<file path="config.mk">
export PLATFORM = sky130hd
export DESIGN_NAME = bit_toggle_unit
export DESIGN_NICKNAME = d
export VERILOG_FILES = /design/src/rtl/bit_toggle_pkg.sv /design/src/rtl/bit_toggle_decode.sv /design/src/rtl/bit_toggle_word_path.sv /design/src/rtl/bit_toggle_status_path.sv /design/src/rtl/bit_toggle_unit.sv
export SDC_FILE = /design/constraint.sdc
export NUM_CORES = 1
export LEC_CHECK = 0
export BUFFER_PORTS_ARGS = -buffer_cell sky130_fd_sc_hd__buf_2
export CAP_MARGIN = 0
export CELL_PAD_IN_SITES_DETAIL_PLACEMENT = 1
export CELL_PAD_IN_SITES_GLOBAL_PLACEMENT = 2
export CORE_MARGIN = 10
export CORE_UTILIZATION = 28
export DETAILED_ROUTE_END_ITERATION = 8
export HOLD_SLACK_MARGIN = 0.08
export MAX_ROUTING_LAYER = met4
export PLACE_DENSITY_LB_ADDON = 0.1
export SLEW_MARGIN = 30
export SYNTH_ARGS = -nofsm -noshare
export SYNTH_HDL_FRONTEND = slang
export SYNTH_SLANG_ARGS = --single-unit
</file>
<file path="constraint.sdc">
create_clock -name clk -period 2.4 [get_ports clk]
set_input_delay 0.24 -clock clk [delete_from_list [all_inputs] [get_ports clk]]
set_output_delay 0.24 -clock clk [all_outputs]
set_load 0.05 [all_outputs]
</file>
<file path="src/rtl/bit_toggle_pkg.sv">
package bit_toggle_pkg;
  localparam int WORD_W = 24;
  localparam int STAT_W = 16;
  localparam int IDX_W  = 5;
  // Status positions that hold no flag
  localparam logic [STAT_W-1:0] STAT_RESERVED = 16'h5080;
  localparam int CARRY_POS = 0;

  typedef struct packed {
    logic [WORD_W-1:0] word;
    logic [STAT_W-1:0] status;
    logic              illegal;
  } bt_result_t;
endpackage

</file>
<file path="src/rtl/bit_toggle_decode.sv">
module bit_toggle_decode #(
  parameter int WORD_W = 24,
  parameter int STAT_W = 16,
  parameter int IDX_W  = 5,
  parameter logic [STAT_W-1:0] RESERVED = '0
) (
  input  logic [IDX_W-1:0]  index,
  output logic [WORD_W-1:0] word_mask,
  output logic [STAT_W-1:0] stat_mask,
  output logic              word_ok,
  output logic              stat_ok
);
  // One-hot position masks; all-zero when the index is out of range
  for (genvar i = 0; i < WORD_W; i++) begin : g_word
    assign word_mask[i] = (index == IDX_W'(i));
  end
  for (genvar j = 0; j < STAT_W; j++) begin : g_stat
    assign stat_mask[j] = (index == IDX_W'(j)) && !RESERVED[j];
  end

  assign word_ok = |word_mask;
  assign stat_ok = |stat_mask;
endmodule

</file>
<file path="src/rtl/bit_toggle_word_path.sv">
module bit_toggle_word_path #(
  parameter int WORD_W = 24
) (
  input  logic [WORD_W-1:0] word_in,
  input  logic [WORD_W-1:0] mask,
  input  logic              ok,
  input  logic              carry_in,
  output logic [WORD_W-1:0] word_out,
  output logic              carry_out
);
  logic picked;

  always_comb begin
    picked    = |(word_in & mask);
    word_out  = word_in ^ mask;
    carry_out = ok ? picked : carry_in;
  end
endmodule

</file>
<file path="src/rtl/bit_toggle_status_path.sv">
module bit_toggle_status_path #(
  parameter int STAT_W = 16
) (
  input  logic [STAT_W-1:0] status_in,
  input  logic [STAT_W-1:0] mask,
  output logic [STAT_W-1:0] status_out
);
  always_comb status_out = status_in ^ mask;
endmodule

</file>
<file path="src/rtl/bit_toggle_unit.sv">
module bit_toggle_unit
  import bit_toggle_pkg::*;
(
  input  logic              clk,
  input  logic              rst,
  input  logic              req_valid,
  input  logic [WORD_W-1:0] req_word,
  input  logic [IDX_W-1:0]  req_index,
  input  logic              req_to_status,
  input  logic [STAT_W-1:0] req_status,
  output logic              res_valid,
  output logic [WORD_W-1:0] res_word,
  output logic [STAT_W-1:0] res_status,
  output logic              res_illegal
);
  logic [WORD_W-1:0] word_mask;
  logic [STAT_W-1:0] stat_mask;
  logic              word_ok, stat_ok;
  logic [WORD_W-1:0] word_mod;
  logic              carry_new;
  logic [STAT_W-1:0] stat_mod;
  bt_result_t        next_res, res_q;
  logic              valid_q;

  bit_toggle_decode #(
    .WORD_W(WORD_W), .STAT_W(STAT_W), .IDX_W(IDX_W), .RESERVED(STAT_RESERVED)
  ) u_decode (
    .index(req_index), .word_mask(word_mask), .stat_mask(stat_mask),
    .word_ok(word_ok), .stat_ok(stat_ok)
  );

  bit_toggle_word_path #(.WORD_W(WORD_W)) u_word (
    .word_in(req_word), .mask(word_mask), .ok(word_ok),
    .carry_in(req_status[CARRY_POS]), .word_out(word_mod), .carry_out(carry_new)
  );

  bit_toggle_status_path #(.STAT_W(STAT_W)) u_stat (
    .status_in(req_status), .mask(stat_mask), .status_out(stat_mod)
  );

  always_comb begin
    if (req_to_status) begin
      next_res.word    = req_word;
      next_res.status  = stat_mod;
      next_res.illegal = !stat_ok;
    end else begin
      next_res.word    = word_mod;
      next_res.status  = req_status;
      next_res.status[CARRY_POS] = carry_new;
      next_res.illegal = !word_ok;
    end
  end

  always_ff @(posedge clk) begin
    if (rst) begin
      valid_q <= 1'b0;
      res_q   <= '0;
    end else begin
      valid_q <= req_valid;
      if (req_valid) res_q <= next_res;
    end
  end

  assign res_valid   = valid_q;
  assign res_word    = res_q.word;
  assign res_status  = res_q.status;
  assign res_illegal = res_q.illegal;
endmodule

</file>
Word-level counts from Yosys, hierarchy flattened
Index checks and enable logic that the tools add are counted.
{ "word_totals": {"reg_bits": 42, "out_inout_bits": 42} }
{ "op_classes": {"n_eq_ne": 23, "n_reduce_logical": 6, "n_mux": 2, "n_bitwise": 3} }
{ "op_table": {"columns": ["operator", "n"], "rows": [
  ["24-bit OR reduction", 2],
  ["41-bit 2-to-1 mux", 1],
  ["5-bit by 4-bit equality test with 1-bit output (second input constant)", 8],
  ["5-bit equality test (second input constant)", 8],
  ["24-bit AND", 1],
  ["24-bit XOR", 1],
  ["5-bit by 3-bit equality test with 1-bit output (second input constant)", 4],
  ["16-bit XOR", 1],
  ["13-bit OR reduction", 1],
  ["5-bit by 2-bit equality test with 1-bit output (second input constant)", 2],
  ["5-bit by 1-bit equality test with 1-bit output (second input constant)", 1],
  ["5-bit zero test", 1],
  ["1-bit zero test", 2],
  ["1-bit 2-to-1 mux", 1]
]} }

Depth between registers and ports, before layout
{ "depth": {"word_depth": 5, "mapped_depth": 9} }

Hierarchy
A second synthesis with hierarchy kept.
{ "hier_totals": {"cells_unflattened": 294, "hier_area_um2": 2738.9} }
{ "by_module_without_submodules": {"columns": ["module", "seq_area_each_um2", "area_each_um2", "cells_per_inst", "instances"], "rows": [
  ["bit_toggle_unit", 840.8, 1873.0, 185, 1],
  ["bit_toggle_word_path", 0.0, 375.4, 34, 1],
  ["bit_toggle_decode", 0.0, 350.3, 59, 1],
  ["bit_toggle_status_path", 0.0, 140.1, 16, 1]
]} }

Worst setup path after synthesis
No wires, ideal clock.
{ "synth_path": {"kind": "input port to flip-flop", "from": "input port req_index[0]", "to": "register res_q, in the netlist res_status[0]", "setup_slack_ps": 569, "required_ps": 2254, "path_stages": 9, "arrival_ps": 1684, "setup_time_ps": 146, "cell_sequence": "clkbuf_1 -> or2_1 -> clkbuf_1 -> nor2_1 -> ha_1 -> nor4_1 -> nand4_1 -> o221ai_1 -> a41oi_1"} }
{ "synth_between": {"elab_chain_len": 5, "word_cells_on_any_way": 30, "cone_classes": "23 x eq/ne; 2 x mux; 2 x bitwise; 3 x reduce/logical"} }
{ "synth_rtl": {"columns": ["element", "line_no", "source"], "rows": [
  ["from (decl)", "bit_toggle_unit.sv:8", "input logic [IDX_W-1:0] req_index,"],
  ["5-bit by 1-bit equality test with 1-bit output, or another cell as far along", "bit_toggle_decode.sv:15", "assign word_mask[i] = (index == IDX_W'(i));"],
  ["24-bit AND", "bit_toggle_word_path.sv:14", "picked = |(word_in & mask);"],
  ["24-bit OR reduction", "bit_toggle_word_path.sv:14", null],
  ["1-bit 2-to-1 mux", "bit_toggle_word_path.sv:16", "carry_out = ok ? picked : carry_in;"],
  ["41-bit 2-to-1 mux *", "bit_toggle_unit.sv:42", "if (req_to_status) begin"],
  ["to (signal assigned)", "bit_toggle_unit.sv:60", "if (req_valid) res_q <= next_res;"],
  ["to (decl)", "bit_toggle_unit.sv:22", "bt_result_t next_res, res_q;"]
]} }
Mark *: on every way between the ends. The rest lies on a longest branch, timed or not.
A chain may end at the register's enable or synchronous reset.

Worst setup path in the final report
Ends and elaborated chain as after synthesis.

==> results.tsv <==
stage	metric	value	unit
timing	min_period	1790	ps
synthesis	synth_area	2440	um^2
global_route	grt_pass1_wl	13200	um
finish	fin_area	3040	um^2
synthesis	synth_compound_area_frac	0.133	
job	maxCapViolCount	0	
cts	numClockSinks	42	
power	total_power	1.76	mW
global_route	grt_use_met3	0.0383	
synthesis	synth-adder-area-share	0.123	
routing	drc	0	
synthesis	yosysWarnings	0	
power	p_leak	1.44	nW
cts	cts_buffers	5	
synthesis	synth_top_family_by_area	simple AND/OR/NAND/NOR gates	
finish	layout-drive-gt1-share	0.294	
cts	clockRootBuffer	clkbuf_8	
critical_path	cp_max_fo	10	
timing	maxClockFrequency	558	MHz
global_route	grt_max_degree	56	
placed_design	portBuffers	90	
timing	tns	0	ps
die	die_w	113	um
power	powerDensity	578	nW/um^2
routing	drtPass1Iterations	4	
timing	slew_headroom	0.628	
cts	cts_tree	built	
finish	final_common_cell	buf_2	
synthesis	synth.area.mux_share	0.115	
worst_hold_path	hold_class	in -> reg	
synthesis	ys_ff_latch	42	
placed_design	place_congestion	0.744	
routing	drt-total-wl	7850	um
global_route	grt_pass1_vias	2485	
cts	insertion_delay	290	ps
global_route	track_usage	0.129	
power	ir_drop	0.225	mV
synthesis	synth-simple-area-share	0.195	
global_route	grt.busiest_layer	met2	
timing	skew	0	ps
routing	via_per_inst	4.77	
timing	slew_violations	0	
die	io_pins	91	
routing	drt_iter0_markers	30	
finish	layout.nets	426	
die	coreArea	8590	um^2
die	rows	34	
global_route	antenna_found_initial	1	
finish	areaGrowthSynthToFinish	24.7	%
cts	cts_resized	0	
die	die_area	12900	um^2
global_route	grt.overflow.total	0	
synthesis	seq_area_frac_synth	0.344	
routing	wl_per_cell	17.0	um
synthesis	synth_nets	351	
synthesis	syn_inst	278	
cts	clock_path_buffers	2	
die	start_util	0.284	
die	die_h	113	um
routing	postRouteAntennaNets	0	
run_status	status	finished clean	
global_route	grt_util_met1	0.155	
timing	timing.final.crit_share	0.747	
placed_design	place_area	2950	um^2
routing	vias	2207	
critical_path	crit_type	in -> reg	
critical_path	arrival	1920	ps
cts	ctsHtreeMaxLevel	2	
critical_path	startpoint_type	primary input	
placed_design	placed_cells	454	
synthesis	synth_cell_types	34	
finish	layout_common_cells	90 x buf_2, 65 x nor2_1, 42 x dfxtp_1	
cts	path_clk_slew	90	ps
critical_path	required	2530	ps
finish	finish.utilization	0.354	
timing	hold_viol_final	0	
synthesis	synthXorXnorAreaFrac	0.0431	
cts	hold_buffers	0	
finish	finalNonFillerCells	463	
placed_design	place_hpwl	6150	um
critical_path	r2r_slack	1640	ps
cts	cts_setup_buffers	0	
timing	setup_violations	0	
critical_path	end_kind	flip-flop	
global_route	use_met2	0.207	
timing	rsz0062_at_grt	no	
synthesis	synth.avg_cell_area	8.78	um^2
timing	worst_pin_slew	558	ps
[per-stage QoR]
step / setup WS, ps / hold slack (ps)
floorplan: 569 / 387
global placement: 324 / 470
detailed placement: 285 / 479
CTS: 562 / 173
global route: 370 / 204
finish: 607 / 176
[report_power, final]
part | internal, mW | switching (mW) | total (mW)
registers | 0.748 | 0.0244 | 0.772
clock network | 0.233 | 0.261 | 0.494
logic | 0.148 | 0.347 | 0.494
total | 1.13 | 0.632 | 1.76
[cell type report]
cell class	count	area (um^2)
Multi-Input combinational cell	210	1490
Sequential cell	42	841
Timing Repair Buffer	93	485
Inverter	1	3.75
Tap cell	108	135
Clock buffer	7	86.3
Clock inverter	1	5.00
Fill cell	1057	5550
Antenna cell	1	2.50
[synth_stat cells]
| cell | n | share of area |
|---|---|---|
| nand3_1 | 4 | 0.0082 |
| a31oi_1 | 1 | 0.0026 |
| and4bb_2 | 1 | 0.0051 |
| or3b_1 | 1 | 0.0036 |
| nor2b_1 | 4 | 0.010 |
| nor2_1 | 65 | 0.10 |
| nor4_1 | 6 | 0.015 |
| buf_2 | 5 | 0.010 |
| o211ai_1 | 1 | 0.0031 |
| o221ai_1 | 1 | 0.0036 |
| a41oi_1 | 1 | 0.0036 |
| inv_1 | 1 | 0.0015 |
| or4_1 | 1 | 0.0031 |
| or3_1 | 3 | 0.0077 |
| ha_1 | 24 | 0.12 |
| dfxtp_1 | 42 | 0.34 |
| a211oi_1 | 34 | 0.10 |
| a211oi_2 | 2 | 0.010 |
| or2_1 | 1 | 0.0026 |
| o21bai_1 | 1 | 0.0031 |
| buf_4 | 1 | 0.0031 |
| xnor2_1 | 5 | 0.018 |
| nand3b_1 | 2 | 0.0061 |
| buf_1 | 1 | 0.0015 |
| o21ai_0 | 1 | 0.0020 |
| xor2_1 | 7 | 0.025 |
| nand4_1 | 1 | 0.0026 |
| buf_6 | 1 | 0.0046 |
| or3b_2 | 1 | 0.0036 |
| clkbuf_1 | 17 | 0.026 |
| nor3_1 | 6 | 0.012 |
| nand2b_1 | 2 | 0.0051 |
| nand2_1 | 6 | 0.0092 |
| mux2i_1 | 28 | 0.11 |
[path summary, 6_finish.rpt]
check                 startpoint              to  cells after the start
setup / recovery    req_index[0]   res_status[0]                      8
hold / removal    req_status[14]  res_status[14]                      3
setup reg to reg   res_status[0]   res_status[0]                      2
hold reg to reg     res_word[21]    res_word[21]                      2
[routing by layer]
metal / vias to the layer above / wire length (um) / part of all wire
met5: - / 0 / 0
met4: 0 / 97 / 0.012
met3: 8 / 419 / 0.053
met2: 55 / 3670 / 0.47
met1: 1009 / 3670 / 0.47
li1: 1135 / - / -
[flip-flops by register name, summed over array words and instances (netlist names)]
signal,count
res_valid,1
res_status,16
res_illegal,1
res_word,24
[logic make-up after synthesis]
family / Yosys count
AND/OR/NAND/NOR: 104
AO/OA/AOI/OAI: 42
flip-flops: 42
multiplexers: 28
buffers and inverters: 26
adder cells (fa/ha/maj): 24
XOR/XNOR: 12
[worst max-delay path, stage by stage]
cell and delay, ps:
buf_2 150, or2_1 360, nor2_1 100, ha_1 200
nor4_1 380, nand3_1 150, o221ai_1 170, a41oi_1 160
Note: power is estimated with default switching activity, not from simulation.
